[src/rtl/rx8b10b_pkg.sv]
// Package: shared widths, lane result type and the 8b/10b code functions.
// Assumes symbol bit 9 is line bit "a" and bit 0 is line bit "j".
// RD is encoded as one bit: 1 = positive, 0 = negative.
package rx8b10b_pkg;

    localparam int SYM_W  = 10;
    localparam int BYTE_W = 8;
    localparam int HI_W   = 6;
    localparam int LO_W   = 4;

    typedef struct packed {
        logic [BYTE_W-1:0] value;
        logic              is_ctrl;
        logic              bad;
        logic              comma;
    } lane_res_t;

    // 6-bit code of data value x in its negative-RD form
    function automatic logic [HI_W-1:0] six_neg(input logic [4:0] x);
        case (x)
            5'd0:  return 6'b100111;  5'd1:  return 6'b011101;
            5'd2:  return 6'b101101;  5'd3:  return 6'b110001;
            5'd4:  return 6'b110101;  5'd5:  return 6'b101001;
            5'd6:  return 6'b011001;  5'd7:  return 6'b111000;
            5'd8:  return 6'b111001;  5'd9:  return 6'b100101;
            5'd10: return 6'b010101;  5'd11: return 6'b110100;
            5'd12: return 6'b001101;  5'd13: return 6'b101100;
            5'd14: return 6'b011100;  5'd15: return 6'b010111;
            5'd16: return 6'b011011;  5'd17: return 6'b100011;
            5'd18: return 6'b010011;  5'd19: return 6'b110010;
            5'd20: return 6'b001011;  5'd21: return 6'b101010;
            5'd22: return 6'b011010;  5'd23: return 6'b111010;
            5'd24: return 6'b110011;  5'd25: return 6'b100110;
            5'd26: return 6'b010110;  5'd27: return 6'b110110;
            5'd28: return 6'b001110;  5'd29: return 6'b101110;
            5'd30: return 6'b011110;  default: return 6'b101011;
        endcase
    endfunction

    // 6-bit data code at a given RD
    function automatic logic [HI_W-1:0] six_code(input logic [4:0] x, input logic pos);
        logic [HI_W-1:0] n;
        n = six_neg(x);
        if (pos && (($countones(n) != 3) || (n == 6'b111000))) return ~n;
        return n;
    endfunction

    // 6-bit sub-block of K28 at a given RD
    function automatic logic [HI_W-1:0] six_k28(input logic pos);
        return pos ? 6'b110000 : 6'b001111;
    endfunction

    // 4-bit data code, with the alternate y=7 form where required
    function automatic logic [LO_W-1:0] four_data(input logic [2:0] y, input logic pos,
                                                  input logic [4:0] x);
        logic [LO_W-1:0] n;
        logic            alt;
        alt = (y == 3'd7) && (pos ? (x == 5'd11 || x == 5'd13 || x == 5'd14)
                                  : (x == 5'd17 || x == 5'd18 || x == 5'd20));
        case (y)
            3'd0: n = 4'b1011;  3'd1: n = 4'b1001;
            3'd2: n = 4'b0101;  3'd3: n = 4'b1100;
            3'd4: n = 4'b1101;  3'd5: n = 4'b1010;
            3'd6: n = 4'b0110;  default: n = alt ? 4'b0111 : 4'b1110;
        endcase
        if (pos && (($countones(n) != 2) || (n == 4'b1100))) return ~n;
        return n;
    endfunction

    // 4-bit sub-block of a control character at a given RD
    function automatic logic [LO_W-1:0] four_ctrl(input logic [2:0] y, input logic pos);
        logic [LO_W-1:0] n;
        case (y)
            3'd0: n = 4'b1011;  3'd1: n = 4'b0110;
            3'd2: n = 4'b1010;  3'd3: n = 4'b1100;
            3'd4: n = 4'b1101;  3'd5: n = 4'b0101;
            3'd6: n = 4'b1001;  default: n = 4'b0111;
        endcase
        return pos ? ~n : n;
    endfunction

    // RD after a 6-bit sub-block, applied to any pattern
    function automatic logic rd_after6(input logic [HI_W-1:0] c, input logic pos);
        if ($countones(c) > 3) return 1'b1;
        if ($countones(c) < 3) return 1'b0;
        if (c == 6'b111000)    return 1'b0;
        if (c == 6'b000111)    return 1'b1;
        return pos;
    endfunction

    // RD after a 4-bit sub-block, applied to any pattern
    function automatic logic rd_after4(input logic [LO_W-1:0] c, input logic pos);
        if ($countones(c) > 2) return 1'b1;
        if ($countones(c) < 2) return 1'b0;
        if (c == 4'b1100)      return 1'b0;
        if (c == 4'b0011)      return 1'b1;
        return pos;
    endfunction

    // 5-bit values that are legal with y=7 as control characters
    function automatic logic ext_ctrl(input logic [4:0] x);
        return (x == 5'd23) || (x == 5'd27) || (x == 5'd29) || (x == 5'd30);
    endfunction

endpackage

[src/rtl/rx8b10b_lane_dec.sv]
// Lane decoder: combinational check and decode of one 10-bit symbol.
// Takes the RD in force before the symbol and returns the RD after it.
// A rejected symbol yields K0.0 with bad set. Comma forms are exempt
// from the disparity check.
module rx8b10b_lane_dec
    import rx8b10b_pkg::*;
(
    input  logic [SYM_W-1:0] sym_i,
    input  logic             rd_i,
    output lane_res_t        res_o,
    output logic             rd_o
);

    logic [HI_W-1:0] hi6;
    logic [LO_W-1:0] lo4;
    logic            hit6, hit4d, hitk, k28_cur, k28_opp, rd_mid;
    logic [4:0]      x;
    logic [2:0]      yd, yk;
    logic            ok_data, ok_ext, ok_k28, comma_y;

    assign hi6 = sym_i[SYM_W-1:LO_W];
    assign lo4 = sym_i[LO_W-1:0];

    // search the sub-block tables at the relevant disparities
    always_comb begin
        hit6 = 1'b0;
        x    = '0;
        for (int i = 0; i < 32; i++) begin
            if (six_code(5'(i), rd_i) == hi6) begin
                hit6 = 1'b1;
                x    = 5'(i);
            end
        end
        k28_cur = (hi6 == six_k28(rd_i));
        k28_opp = (hi6 == six_k28(!rd_i));
        rd_mid  = rd_after6(hi6, rd_i);
        hit4d   = 1'b0;
        yd      = '0;
        hitk    = 1'b0;
        yk      = '0;
        for (int j = 0; j < 8; j++) begin
            if (four_data(3'(j), rd_mid, x) == lo4) begin
                hit4d = 1'b1;
                yd    = 3'(j);
            end
            if (four_ctrl(3'(j), rd_mid) == lo4) begin
                hitk = 1'b1;
                yk   = 3'(j);
            end
        end
    end

    // classify the symbol and form the lane result
    always_comb begin
        comma_y = (yk == 3'd1) || (yk == 3'd5) || (yk == 3'd7);
        ok_data = hit6 && hit4d;
        ok_ext  = hit6 && ext_ctrl(x) && hitk && (yk == 3'd7);
        ok_k28  = hitk && (k28_cur || (k28_opp && comma_y));
        res_o   = '0;
        if (ok_data) begin
            res_o.value = {yd, x};
        end else if (ok_ext) begin
            res_o.value   = {3'd7, x};
            res_o.is_ctrl = 1'b1;
        end else if (ok_k28) begin
            res_o.value   = {yk, 5'd28};
            res_o.is_ctrl = 1'b1;
            res_o.comma   = comma_y && (hi6 == 6'b001111);
        end else begin
            res_o.is_ctrl = 1'b1;
            res_o.bad     = 1'b1;
        end
        rd_o = rd_after4(lo4, rd_mid);
    end

endmodule

[src/rtl/rx8b10b_out_stage.sv]
// Output stage: registers the lane results, forces K31.7 on loss of
// signal, holds the bytes when no pair is offered, and lets the comma
// flags last a single cycle.
module rx8b10b_out_stage
    import rx8b10b_pkg::*;
#(
    parameter int LANES = 2
) (
    input  logic                     clk_i,
    input  logic                     rst_ni,
    input  lane_res_t [LANES-1:0]    res_i,
    input  logic                     valid_i,
    input  logic                     los_i,
    output logic [LANES*BYTE_W-1:0]  data_o,
    output logic [LANES-1:0]         k_o,
    output logic [LANES-1:0]         err_o,
    output logic [LANES-1:0]         comma_o
);

    // output register update
    always_ff @(posedge clk_i) begin
        if (!rst_ni) begin
            data_o  <= '0;
            k_o     <= '0;
            err_o   <= '0;
            comma_o <= '0;
        end else if (los_i) begin
            data_o  <= '1;
            k_o     <= '1;
            err_o   <= '1;
            comma_o <= '0;
        end else if (valid_i) begin
            for (int n = 0; n < LANES; n++) begin
                data_o[n*BYTE_W +: BYTE_W] <= res_i[n].value;
                k_o[n]                     <= res_i[n].is_ctrl;
                err_o[n]                   <= res_i[n].bad;
                comma_o[n]                 <= res_i[n].comma;
            end
        end else begin
            comma_o <= '0;
        end
    end

    p_los_force_r9: assert property (@(posedge clk_i) disable iff (!rst_ni)
        los_i |=> (data_o == '1) && (k_o == '1) && (err_o == '1) && (comma_o == '0));

    p_idle_hold_r10: assert property (@(posedge clk_i) disable iff (!rst_ni)
        (!valid_i && !los_i) |=> $stable(data_o) && $stable(k_o) && $stable(err_o)
                                 && (comma_o == '0));

    for (genvar g = 0; g < LANES; g++) begin : g_lane_chk
        p_err_char_r5: assert property (@(posedge clk_i) disable iff (!rst_ni)
            err_o[g] |-> k_o[g] && ((data_o[g*BYTE_W +: BYTE_W] == '0)
                                    || (data_o[g*BYTE_W +: BYTE_W] == '1)));

        p_comma_char_r8: assert property (@(posedge clk_i) disable iff (!rst_ni)
            comma_o[g] |-> k_o[g] && !err_o[g]
                           && ((data_o[g*BYTE_W +: BYTE_W] == 8'h3C)
                               || (data_o[g*BYTE_W +: BYTE_W] == 8'hBC)
                               || (data_o[g*BYTE_W +: BYTE_W] == 8'hFC)));
    end

endmodule

[src/rtl/rx8b10b_pair_decoder.sv]
// Top: decodes LANES symbols per clock (default two). The lanes are
// chained through the running disparity, lane 0 first in time. The RD
// register resets to negative, is cleared on loss of signal and
// advances only on a valid pair.
module rx8b10b_pair_decoder
    import rx8b10b_pkg::*;
#(
    parameter int LANES = 2
) (
    input  logic                     clk_i,
    input  logic                     rst_ni,
    input  logic [LANES*SYM_W-1:0]   sym_i,
    input  logic                     sym_valid_i,
    input  logic                     los_i,
    output logic [LANES*BYTE_W-1:0]  data_o,
    output logic [LANES-1:0]         k_o,
    output logic [LANES-1:0]         err_o,
    output logic [LANES-1:0]         comma_o
);

    logic                    rd_q;
    logic [LANES:0]          rd_chain;
    lane_res_t [LANES-1:0]   lane_res;

    assign rd_chain[0] = rd_q;

    for (genvar g = 0; g < LANES; g++) begin : g_lane
        rx8b10b_lane_dec u_lane (
            .sym_i (sym_i[g*SYM_W +: SYM_W]),
            .rd_i  (rd_chain[g]),
            .res_o (lane_res[g]),
            .rd_o  (rd_chain[g+1])
        );
    end

    // running disparity carried from pair to pair
    always_ff @(posedge clk_i) begin
        if (!rst_ni || los_i) rd_q <= 1'b0;
        else if (sym_valid_i) rd_q <= rd_chain[LANES];
    end

    rx8b10b_out_stage #(.LANES(LANES)) u_out (
        .clk_i   (clk_i),
        .rst_ni  (rst_ni),
        .res_i   (lane_res),
        .valid_i (sym_valid_i),
        .los_i   (los_i),
        .data_o  (data_o),
        .k_o     (k_o),
        .err_o   (err_o),
        .comma_o (comma_o)
    );

    p_rd_los_r9: assert property (@(posedge clk_i) disable iff (!rst_ni)
        los_i |=> (rd_q == 1'b0));

    p_rd_idle_r10: assert property (@(posedge clk_i) disable iff (!rst_ni)
        (!sym_valid_i && !los_i) |=> $stable(rd_q));

endmodule

[config.mk]
export PLATFORM = sky130hd
export DESIGN_NAME = rx8b10b_pair_decoder
export DESIGN_NICKNAME = d
export VERILOG_FILES = /design/src/rtl/rx8b10b_pkg.sv /design/src/rtl/rx8b10b_lane_dec.sv /design/src/rtl/rx8b10b_out_stage.sv /design/src/rtl/rx8b10b_pair_decoder.sv
export SDC_FILE = /design/constraint.sdc
export NUM_CORES = 1
export LEC_CHECK = 0
export BUFFER_PORTS_ARGS = -buffer_cell sky130_fd_sc_hd__buf_2
export CORE_AREA = 2 2 118 120
export CTS_CLUSTER_DIAMETER = 200
export CTS_CLUSTER_SIZE = 16
export DETAILED_ROUTE_END_ITERATION = 16
export DIE_AREA = 0 0 120 122
export MAX_ROUTING_LAYER = met4
export RECOVER_POWER = 25
export SYNTH_ARGS = -nofsm -noshare
export SYNTH_HDL_FRONTEND = slang
export SYNTH_SLANG_ARGS = --single-unit
[constraint.sdc]
create_clock -name clk_i -period 4.75 [get_ports clk_i]
set_clock_uncertainty 0.15 [all_clocks]
set_input_delay 0.2375 -clock clk_i [delete_from_list [all_inputs] [get_ports clk_i]]
set_output_delay 0.2375 -clock clk_i [all_outputs]
set_load 0.02 [all_outputs]
==> reports/results.txt <==
Vias/cell - 5.96
Num CTS Buffers - 3
R2R Setup Slk - 370 ps
slew at the pin with the worst max-slew slack - 601 ps
dpl ws - -208 ps
top post-synthesis cells by area - ha_1 11%, dfxtp_1 8.7%, nand2_1 7.0%, a21oi_1 5.3%, o21ai_0 5.1%
Synth Register Bits - 23
Total Wirelength - 17400 µm
clk_lat worst skew - 260 ps
H-Tree Depth - 1
Ys Warns - 0
dominant synthesized flop cell - dfxtp_1
die footprint - 14600 µm²
DR iter-0 viols - 452
Mapped Area - 5270 µm²
Initial Utilization - 39.0%
Rel. slew slack - 59.6%
Worst-path clk slew - 60 ps
Synth top cells by count - 98 x nand2_1, 60 x nor2_1, 56 x a21oi_1
top-count cell post-synth - nand2_1
dpl hpwl - 13600 µm
first-pass GRT wire length - 28000 µm
CP Capture Point - u_out.data_o[12]
Leak - 2.73 nW
CP Capture Type - register
Synth top area share - 11.4%
Final nets - 940
Buffers on Ports - 45
chip width - 120 µm
drt first pass iters - 5
Final Hold Viols - 0
Register Area - 460 µm²
largest net degree at the start of global routing - 20
post-route ant nets - 0
ant diodes - 0
RR Endpoint - u_out.err_o[0]
FILL cells - 1422
layout cells sized above 1 - 21.4%
core area - 13500 µm²
Slew Limit Fails - 0
max incr delay on CP - 530 ps
worst flop-to-flop path startpoint - rd_q
VDD IR max - 0.104 mV
Crit Path Max Fanout - 7
crit path max-delay cell type - fa_1
Max clock buf depth - 2
initial antenna violation count - 0
I/O pins - 46
cell breakdown of the critical path - buf_4 > ha_1 > inv_1 > fa_1 > inv_1 > ha_1 > inv_1 > buf_4 > ha_1 > nand2_2 > o21ai_2 > buf_6 > buf_12 > mux2i_4 > o21ai_1 > a221o_1 > o31a_1 > nor4b_2 > a21oi_2 > mux2i_2 > nand2_2 > o211a_1 > a221oi_2
gpl congestion - 0.953
FF-to-FF path depth - 14
Post-synth EDFFs - 0
Final Worst Setup Slack - 150 ps
Mean Syn Cell Area - 6.81 µm²
crit path DAT - 4620 ps
synthesized net count - 852
wire length per cell - 16.7 µm
Worst Hold Class - input port to register
cell count after placement - 1026
area taken by multi-input logic gates - 4630 µm²
Async SR Flop Fraction - 0%
Rows - 43
TritonCTS clock tree - yes
total gr overflow - 0
status - complete, no violations
WS Path Type - input port to register
CP Launch Type - input port
pwr dens - 183 nW/µm²
sequential share of the synthesized area - 8.73%
area grow syn2layout - 21.6%
Setup crit start - sym_i[8]
Num Clock Sinks - 23
final setup violation count - 0
# DRC - 0
vias post-DR - 6208
Netlist cell types - 87
number of global-route vias before repair - 5713
Synth area leader - ha_1
max_cap viols - 0
Clock Root Buffer - clkbuf_16
chip height - 122 µm
Max Fclk - 217 MHz
final clock period utilization by the worst path - 96.8%
GRT Total Usage - 23.5%
synthesized instance count - 774
Finished Layout Cells - 1041
Crit path required time - 4770 ps
fin crit period - 4600 ps
worst max-delay path: cells and delay by family:
kind            cells  cell delay (ps)
mux                 2              480
buf+inv             7              670
simple gates        3              640
fa+ha+maj           4             1070
compound gates      7             1520
layer usage:
metal | global-route usage [%] | vias up | share of wire (%)
li1 | - | 3086 | -
met1 | 29.7 | 2876 | 44
met2 | 40.7 | 204 | 48
met3 | 1.31 | 42 | 4.9
met4 | 6.69 | 0 | 2.9
met5 | - | - | 0
final cells by class:
class / instances / share of cell area (%)
well taps: 180 / 3.51
flip-flops and latches: 23 / 7.18
repair buffers: 125 / 13.4
clock inverters: 1 / 0.0781
inverters: 40 / 2.36
clock buffers: 3 / 1.17
multi-input cells: 669 / 72.3
cells in the final DEF (no fill, tap or decap), drive strengths merged, types with 7 or more instances in the layout:
master	n
nand3	41
a21oi	57
nor2	60
or3	7
mux2	10
nor2b	11
clkbuf	14
dfxtp	23
o211ai	11
and2	9
nand2	99
a21o	8
nand4	8
o2111ai	7
nand2b	14
inv	35
o21a	10
a31oi	16
buf	114
a211oi	12
and3	13
mux2i	13
nor3	20
nor4	7
o22ai	18
ha	48
a32oi	13
o21ai	56
through the flow:
step / hold WS, ps / power (mW) / util, % / TNS, ps / cell area, µm²
6_report: 232 / 1.17 / 47.5 / 0 / 6410
5_1_grt: 249 / 1.26 / 47.5 / -237 / 6410
4_1_cts: 230 / 1.12 / 45.8 / 0 / 6180
3_5_place_dp: 370 / 0.942 / 45.2 / -1470 / 6100
3_3_place_gp: 361 / 0.942 / 45.2 / -1040 / 6100
2_1_floorplan: 262 / 0.698 / - / 0 / 5310
flip-flops by register name, summed over array words and instances (netlist names):
| name | cells |
|---|---|
| u_out.k_o | 2 |
| u_out.comma_o | 2 |
| u_out.data_o | 16 |
| rd_q | 1 |
| u_out.err_o | 2 |
logic make-up (layout without fill, tap and decap cells):
kind of cell / after synthesis / count (layout) / synth area share, %
compound gates: 269 / 270 / 35.4
buf+inv: 83 / 169 / 6.50
xor+xnor: 5 / 5 / 0.831
mux: 23 / 23 / 4.84
fa+ha+maj: 54 / 54 / 13.7
flops: 23 / 23 / 8.73
simple gates: 317 / 317 / 30.1
report_power, final:
part / internal (mW) / switching (mW) / leakage (nW)
combinational: 0.322 / 0.445 / 2.49
clock: 0.113 / 0.0678 / 0.0409
sequential: 0.211 / 0.0139 / 0.192
total: 0.647 / 0.527 / 2.73
worst min-delay path by stage:
| stage | start | cells past startpoint | slack, ps | to |
|---|---|---|---|---|
| 3_5_place_dp | u_out.k_o[1] | 2 | 370 | u_out.k_o[1] |
| 6_report | sym_valid_i | 3 | 230 | u_out.data_o[9] |
| 5_1_grt | rst_ni | 2 | 250 | u_out.k_o[0] |
| 2_1_floorplan | los_i | 3 | 260 | u_out.comma_o[0] |
| 4_1_cts | rst_ni | 3 | 230 | u_out.k_o[1] |
| 3_3_place_gp | u_out.k_o[0] | 1 | 360 | u_out.k_o[0] |
repair_timing:
| item | in CTS | in global routing |
|---|---|---|
| buffers inserted | 0 | 10 |
| hold buffers | 0 | 0 |
| setup endpoints to repair | 0 | 11 |
| endpoints found under the hold margin | 0 | 0 |
| gates resized for setup | 0 | 40 |
No activity file was read; power rests on OpenSTA's default activity.
